$ cat config.mk
export PLATFORM = sky130hd
export DESIGN_NAME = serial_rx
export DESIGN_NICKNAME = d
export VERILOG_FILES = /design/src/rtl/serial_rx_pkg.sv /design/src/rtl/rx_line_sync.sv /design/src/rtl/rx_voter.sv /design/src/rtl/rx_frame_fsm.sv /design/src/rtl/rx_holding.sv /design/src/rtl/serial_rx.sv
export SDC_FILE = /design/constraint.sdc
export NUM_CORES = 1
export LEC_CHECK = 0
export ABC_CLOCK_PERIOD_IN_PS = 1400
export CAP_MARGIN = 15
export CORE_ASPECT_RATIO = 1.4
export CORE_MARGIN = 8
export CORE_UTILIZATION = 48
export DETAILED_ROUTE_END_ITERATION = 7
export DONT_BUFFER_PORTS = 1
export PLACE_DENSITY_LB_ADDON = 0.25
export SYNTH_ARGS = -nofsm -noshare
export SYNTH_HDL_FRONTEND = slang
export SYNTH_HIERARCHICAL = 1
export SYNTH_SLANG_ARGS = --single-unit
$ cat constraint.sdc
create_clock -name clk -period 1.4 [get_ports clk]
set_input_delay 0.14 -clock clk [delete_from_list [all_inputs] [get_ports clk]]
set_output_delay 0.14 -clock clk [all_outputs]
set_load 0.05 [all_outputs]
$ cat src/rtl/serial_rx_pkg.sv
package serial_rx_pkg;

  localparam int unsigned MAX_BITS = 8;

  typedef enum logic [2:0] {
    ST_IDLE  = 3'd0,
    ST_START = 3'd1,
    ST_DATA  = 3'd2,
    ST_PAR   = 3'd3,
    ST_STOP  = 3'd4
  } rx_state_e;

  typedef struct packed {
    logic [MAX_BITS-1:0] data;
    logic                perr;
    logic                ferr;
    logic                brk;
  } rx_char_t;

  // Mask of valid data bits for a length code (00 -> 5 bits .. 11 -> 8 bits)
  function automatic logic [MAX_BITS-1:0] len_mask(input logic [1:0] len);
    logic [MAX_BITS-1:0] all_ones;
    all_ones = '1;
    return all_ones >> (3'd3 - {1'b0, len});
  endfunction

endpackage

$ cat src/rtl/rx_line_sync.sv
module rx_line_sync #(
  parameter int unsigned STAGES = 2
) (
  input  logic clk,
  input  logic rst_n,
  input  logic line_in,
  output logic line_sync
);

  logic [STAGES-1:0] chain_q;
  logic [STAGES-1:0] chain_d;

  generate
    if (STAGES == 1) begin : g_single
      always_comb chain_d = line_in;
    end else begin : g_multi
      always_comb chain_d = {chain_q[STAGES-2:0], line_in};
    end
  endgenerate

  always_ff @(posedge clk or negedge rst_n) begin
    if (!rst_n) chain_q <= '1;
    else        chain_q <= chain_d;
  end

  assign line_sync = chain_q[STAGES-1];

endmodule

$ cat src/rtl/rx_voter.sv
module rx_voter #(
  parameter int unsigned OSR = 16,
  localparam int unsigned CW  = $clog2(OSR),
  localparam int unsigned MID = OSR / 2
) (
  input  logic          clk,
  input  logic          rst_n,
  input  logic          tick,
  input  logic          line,
  input  logic [CW-1:0] phase,
  output logic          vote_valid,
  output logic          vote_bit
);

  logic samp_a_q, samp_a_d;
  logic samp_b_q, samp_b_d;
  logic at_first, at_second, at_third;

  always_comb begin
    at_first  = tick && (phase == CW'(MID - 1));
    at_second = tick && (phase == CW'(MID));
    at_third  = tick && (phase == CW'(MID + 1));
    samp_a_d  = at_first  ? line : samp_a_q;
    samp_b_d  = at_second ? line : samp_b_q;
  end

  always_ff @(posedge clk or negedge rst_n) begin
    if (!rst_n) begin
      samp_a_q <= 1'b1;
      samp_b_q <= 1'b1;
    end else begin
      samp_a_q <= samp_a_d;
      samp_b_q <= samp_b_d;
    end
  end

  assign vote_valid = at_third;
  assign vote_bit   = (samp_a_q & samp_b_q) | (samp_a_q & line) | (samp_b_q & line);

endmodule

$ cat src/rtl/rx_frame_fsm.sv
module rx_frame_fsm
  import serial_rx_pkg::*;
#(
  parameter int unsigned OSR = 16,
  localparam int unsigned CW = $clog2(OSR)
) (
  input  logic          clk,
  input  logic          rst_n,
  input  logic          tick,
  input  logic          line,
  input  logic [1:0]    char_len,
  input  logic          par_en,
  input  logic          par_even,
  input  logic          vote_valid,
  input  logic          vote_bit,
  output logic [CW-1:0] phase,
  output logic          busy,
  output logic          chr_done,
  output rx_char_t      chr
);

  rx_state_e           state_q, state_d;
  logic [CW-1:0]       tcnt_q, tcnt_d;
  logic [2:0]          bcnt_q, bcnt_d;
  logic [MAX_BITS-1:0] shreg_q, shreg_d;
  logic                par_q, par_d;
  logic                ones_q, ones_d;
  logic                prev_q, prev_d;
  logic                last_bit;

  always_comb begin
    state_d  = state_q;
    tcnt_d   = tcnt_q;
    bcnt_d   = bcnt_q;
    shreg_d  = shreg_q;
    par_d    = par_q;
    ones_d   = ones_q;
    prev_d   = tick ? line : prev_q;
    chr_done = 1'b0;
    chr      = '{data: shreg_q, perr: par_en && (par_q == par_even),
                 ferr: !vote_bit, brk: !vote_bit && !ones_q};
    last_bit = (bcnt_q == {1'b1, char_len});

    if (state_q == ST_IDLE) begin
      if (tick && prev_q && !line) begin
        state_d = ST_START;
        tcnt_d  = CW'(1);
        bcnt_d  = '0;
        shreg_d = '0;
        par_d   = 1'b0;
        ones_d  = 1'b0;
      end
    end else begin
      if (tick) begin
        tcnt_d = (tcnt_q == CW'(OSR - 1)) ? '0 : tcnt_q + 1'b1;
      end
      if (vote_valid) begin
        unique case (state_q)
          ST_START: state_d = vote_bit ? ST_IDLE : ST_DATA;
          ST_DATA: begin
            shreg_d[bcnt_q] = vote_bit;
            par_d           = par_q ^ vote_bit;
            ones_d          = ones_q | vote_bit;
            bcnt_d          = bcnt_q + 1'b1;
            if (last_bit) state_d = par_en ? ST_PAR : ST_STOP;
          end
          ST_PAR: begin
            par_d   = par_q ^ vote_bit;
            ones_d  = ones_q | vote_bit;
            state_d = ST_STOP;
          end
          ST_STOP: begin
            chr_done = 1'b1;
            state_d  = ST_IDLE;
          end
          default: state_d = ST_IDLE;
        endcase
      end
    end
  end

  always_ff @(posedge clk or negedge rst_n) begin
    if (!rst_n) begin
      state_q <= ST_IDLE;
      tcnt_q  <= '0;
      bcnt_q  <= '0;
      shreg_q <= '0;
      par_q   <= 1'b0;
      ones_q  <= 1'b0;
      prev_q  <= 1'b1;
    end else begin
      state_q <= state_d;
      tcnt_q  <= tcnt_d;
      bcnt_q  <= bcnt_d;
      shreg_q <= shreg_d;
      par_q   <= par_d;
      ones_q  <= ones_d;
      prev_q  <= prev_d;
    end
  end

  assign phase = tcnt_q;
  assign busy  = (state_q != ST_IDLE);

endmodule

$ cat src/rtl/rx_holding.sv
module rx_holding
  import serial_rx_pkg::*;
(
  input  logic                clk,
  input  logic                rst_n,
  input  logic                chr_done,
  input  rx_char_t            chr,
  input  logic                rd_ack,
  output logic [MAX_BITS-1:0] rx_data,
  output logic                data_ready,
  output logic                err_parity,
  output logic                err_frame,
  output logic                err_overrun,
  output logic                err_break
);

  logic [MAX_BITS-1:0] data_q, data_d;
  logic dr_q, dr_d, pe_q, pe_d, fe_q, fe_d, oe_q, oe_d, bi_q, bi_d;

  always_comb begin
    data_d = data_q;
    dr_d   = dr_q;
    pe_d   = pe_q;
    fe_d   = fe_q;
    oe_d   = oe_q;
    bi_d   = bi_q;
    if (rd_ack) begin
      dr_d = 1'b0;
      pe_d = 1'b0;
      fe_d = 1'b0;
      oe_d = 1'b0;
      bi_d = 1'b0;
    end
    if (chr_done) begin
      data_d = chr.data;
      dr_d   = 1'b1;
      pe_d   = pe_d | chr.perr;
      fe_d   = fe_d | chr.ferr;
      bi_d   = bi_d | chr.brk;
      oe_d   = oe_d | (dr_q & ~rd_ack);
    end
  end

  always_ff @(posedge clk or negedge rst_n) begin
    if (!rst_n) begin
      data_q <= '0;
      dr_q   <= 1'b0;
      pe_q   <= 1'b0;
      fe_q   <= 1'b0;
      oe_q   <= 1'b0;
      bi_q   <= 1'b0;
    end else begin
      data_q <= data_d;
      dr_q   <= dr_d;
      pe_q   <= pe_d;
      fe_q   <= fe_d;
      oe_q   <= oe_d;
      bi_q   <= bi_d;
    end
  end

  assign rx_data     = data_q;
  assign data_ready  = dr_q;
  assign err_parity  = pe_q;
  assign err_frame   = fe_q;
  assign err_overrun = oe_q;
  assign err_break   = bi_q;

endmodule

$ cat src/rtl/serial_rx.sv
module serial_rx
  import serial_rx_pkg::*;
#(
  parameter int unsigned OSR         = 16,
  parameter int unsigned SYNC_STAGES = 2
) (
  input  logic       clk,
  input  logic       rst_n,
  input  logic       tick16,
  input  logic       rxd,
  input  logic [1:0] char_len,
  input  logic       par_en,
  input  logic       par_even,
  input  logic       rd_ack,
  output logic [7:0] rx_data,
  output logic       data_ready,
  output logic       err_parity,
  output logic       err_frame,
  output logic       err_overrun,
  output logic       err_break
);

  localparam int unsigned CW = $clog2(OSR);

  logic [1:0]    rst_pipe_q;
  logic          rst_core_n;
  logic          rxd_s;
  logic [CW-1:0] phase;
  logic          vote_valid, vote_bit;
  logic          busy, chr_done;
  rx_char_t      chr;

  // Reset asserts at once and is released on the clock
  always_ff @(posedge clk or negedge rst_n) begin
    if (!rst_n) rst_pipe_q <= 2'b00;
    else        rst_pipe_q <= {rst_pipe_q[0], 1'b1};
  end
  assign rst_core_n = rst_pipe_q[1];

  rx_line_sync #(.STAGES(SYNC_STAGES)) u_sync (
    .clk      (clk),
    .rst_n    (rst_core_n),
    .line_in  (rxd),
    .line_sync(rxd_s)
  );

  rx_voter #(.OSR(OSR)) u_vote (
    .clk       (clk),
    .rst_n     (rst_core_n),
    .tick      (tick16),
    .line      (rxd_s),
    .phase     (phase),
    .vote_valid(vote_valid),
    .vote_bit  (vote_bit)
  );

  rx_frame_fsm #(.OSR(OSR)) u_fsm (
    .clk       (clk),
    .rst_n     (rst_core_n),
    .tick      (tick16),
    .line      (rxd_s),
    .char_len  (char_len),
    .par_en    (par_en),
    .par_even  (par_even),
    .vote_valid(vote_valid),
    .vote_bit  (vote_bit),
    .phase     (phase),
    .busy      (busy),
    .chr_done  (chr_done),
    .chr       (chr)
  );

  rx_holding u_hold (
    .clk        (clk),
    .rst_n      (rst_core_n),
    .chr_done   (chr_done),
    .chr        (chr),
    .rd_ack     (rd_ack),
    .rx_data    (rx_data),
    .data_ready (data_ready),
    .err_parity (err_parity),
    .err_frame  (err_frame),
    .err_overrun(err_overrun),
    .err_break  (err_break)
  );

endmodule

==> flow_summary.yaml <==
outcome:
  status: "finished with violations"
  violations: "setup timing"
sta:
  fmax_mhz: 591
  finalHoldViolCount: 0
  rsz0062_at_grt: "yes"
  post-route-period-util_pct: 121
  slew_violations: 0
  final.setup.tns_ns: -5.96
  finalCriticalPeriod_ns: 1.69
  fin_hold_ws_ns: 0.00879
  fin_skew_ns: 0.0119
  finalSetupViolCount: 27
  worst_slack_ns: -0.292
yosys:
  synth_area_leaders: "dfrtp_1 48%, dfstp_2 7.1%, mux2_4 4.9%"
  synth_edf_count: 0
  ys.flop_type: "dfrtp_1"
  yosys-top-cells-count: "35 x dfrtp_1, 14 x nand2_1, 12 x nand3_1"
  yosys_warnings: 6
  synth_nets: 171
  async_flop_share_pct: 100
  syn_area_um2: 1840
  yosys.cell_types.count: 46
  ys_seq_area_share_pct: 54.7
  synth_seq_cells: 40
  avgSynthCellArea_um2: 11.5
  yosysTopAreaCell: "dfrtp_1"
  yosysMostFrequentCell: "dfrtp_1"
  synth_top_cell_area_share_pct: 47.6
  synth_cells: 160
worst_setup_path:
  end_kind: "flip-flop"
  reg2reg_to: "u_hold/rx_data[3]"
  r2r.worst_path.cells: 6
  cp.arrival_ns: 1.87
  r2r_slack_ns: -0.29
  cp_max_fo: 9
  startpoint_type: "flip-flop"
  critPathKind: "reg2reg"
  regToRegStartpoint: "u_fsm/phase[2]"
  required_ns: 1.58
die:
  initial_core_util_pct: 50.1
  io_pins: 22
  die_area_um2: 6100
  die_x_um: 68.3
  core_um2: 3680
  die_h_um: 89.3
  rows: 26
placed_design:
  placed_area_um2: 2170
  io_buffers: 0
  gp_congestion: 0.805
  dp_cells: 229
  dpl.hpwl_um: 2780
global_routing:
  grt_max_degree: 39
  antenna_found_initial: 0
  grt_usage_pct: 14.0
  grt_overflow_total: 0
  grt_pass1_wl_um: 6530
  grt_pass1_vias: 1478
clock_network:
  cts_tree: "done"
  clock_latency_ns: 0.29
  root_buffer: "clkbuf_8"
  clockBufferDepth: 2
  clk_pin_slew_ns: 0.08
  cts.sinks: 40
  cts.htree.levels: 2
  cts_buffers: 5
power:
  irDropWorstVdd_mv: 1.27
  power_density_nw_per_um2: 1480
  p_leak_uw: 0.00116
route:
  drc_errors: 0
  vias: 1356
  drt_pre_antenna_iters: 4
  totalWireLength_um: 3820
  drt-initial-drc-count: 34
  drtAntennaViolNets: 0
  routed_via_density: 5.47
  wl_per_cell_um: 15.4
min_path:
  holdPathEnd: "u_fsm/phase[0]"
  min_from: "tick16"
  hold_class: "in2reg"
  min_path_cells: 2
finish:
  final_area_um2: 2480
  final_layout_size_suffix_gt1_share_pct: 46.6
  finalNonFillerCells: 248
  area_growth_pct: 34.6
  fillerInstances: 287
  diodes: 0
  final_net_count: 216
flow_run:
  cap_violations: 0
-- power breakdown --
group	internal [µW]	total, µW	leakage [µW]	switching [µW]
combinational	645	1210	0.000587	562
clock	529	912	0.0000552	383
sequential	1360	1540	0.000516	180
total	2530	3650	0.00116	1120
-- kinds of logic after synthesis --
kind of cell / count (synthesis) / share of synthesized area [%]
AO/OA/AOI/OAI: 27 / 10.2
XOR/XNOR: 6 / 2.86
adder cells (fa/ha/maj): 3 / 1.90
buffers and inverters: 15 / 4.15
flip-flops: 40 / 54.7
multiplexers: 15 / 10.1
other: 1 / 0.204
AND/OR/NAND/NOR: 53 / 15.8
-- per-layer routing --
layer	vias to the layer above	GRT usage, %	part of all wire (%)	wire, µm
met5	-	0	0	0
met4	0	4.86	1.1	41
met3	6	5.02	6.2	235
met2	30	25.9	55	2090
met1	674	13.8	38	1450
li1	646	-	-	-
-- how the worst max path moves through the flow --
stage | depth (start not counted) | start | slack [ns] | to
final | 6 | u_fsm/phase[2] | -0.29 | u_hold/rx_data[3]
after global routing | 6 | u_fsm/phase[2] | -0.38 | u_hold/rx_data[7]
after CTS | 6 | u_fsm/phase[1] | -0.27 | u_hold/rx_data[3]
after detailed placement | 6 | u_fsm/phase[1] | -0.30 | u_hold/rx_data[2]
after global placement | 6 | u_fsm/phase[1] | -0.23 | u_hold/rx_data[2]
after floorplan | 6 | u_fsm/phase[1] | -0.32 | u_hold/rx_data[0]
-- worst max-delay path, stage by stage, from the launching register on --
cell,delay [ns]
dfrtp_1,0.39
nor3b_2,0.22
and3_4,0.24
inv_4,0.04
nor4_4,0.18
buf_12,0.18
mux2_2,0.33
-- cell usage in the layout (no fill, tap or decap), drive strengths merged, types with 3 or more instances in the layout --
| cell | Yosys | routed |
|---|---|---|
| buf | 4 | 39 |
| dfrtp | 35 | 35 |
| nand2 | 14 | 14 |
| nand3 | 13 | 13 |
| mux2 | 11 | 11 |
| inv | 10 | 10 |
| o21ai | 10 | 10 |
| nor2 | 8 | 8 |
| clkbuf | 1 | 6 |
| a22o | 6 | 6 |
| dfstp | 5 | 5 |
| dlygate4sd3 | 0 | 4 |
| mux2i | 4 | 4 |
| a21oi | 4 | 4 |
| xor2 | 3 | 3 |
| nand3b | 3 | 3 |
| xnor2 | 3 | 3 |
| nor2b | 3 | 3 |
-- stage by stage --
step	total power, µW	util, %	setup WS [ns]
2_1_floorplan	2140	-	-0.324
3_3_place_gp	2440	59.0	-0.231
3_5_place_dp	2520	59.0	-0.297
4_1_cts	3540	65.1	-0.275
5_1_grt	3860	67.4	-0.383
6_report	3650	67.4	-0.292
-- area by class of cell --
type / count / area [µm²] / share of cell area, %
sequential: 40 / 1010 / 40.7
multi-input combinational: 105 / 901 / 36.4
timing repair buffer: 43 / 369 / 14.9
clock buffer: 6 / 72.6 / 2.93
tap: 42 / 52.6 / 2.12
inverter: 10 / 40.0 / 1.62
clock inverter: 2 / 35.0 / 1.41
-- state kept, by name, summed over array words and instances, names as in the netlist --
| register | cells |
|---|---|
| u_hold/err_frame | 1 |
| u_vote/samp_a_q | 1 |
| u_hold/err_overrun | 1 |
| rst_pipe_q | 2 |
| u_hold/data_ready | 1 |
| u_fsm/shreg_q | 8 |
| u_hold/err_parity | 1 |
| u_hold/rx_data | 8 |
| u_fsm/phase | 4 |
| u_fsm/prev_q | 1 |
| u_sync/chain_q | 2 |
| u_fsm/ones_q | 1 |
| u_fsm/par_q | 1 |
| u_hold/err_break | 1 |
| u_fsm/bcnt_q | 3 |
| u_vote/samp_b_q | 1 |
| u_fsm/state_q | 3 |
-- what timing repair did --
action                                  in CTS  in global routing
hold buffers                                 4                  0
endpoints found under the setup margin      28                 33
pin swaps                                    4                  4
resized for setup                           13                 15
hold endpoints to repair                     5                  0
setup buffers                                4                  3
Power figures use the tool's default switching activity.
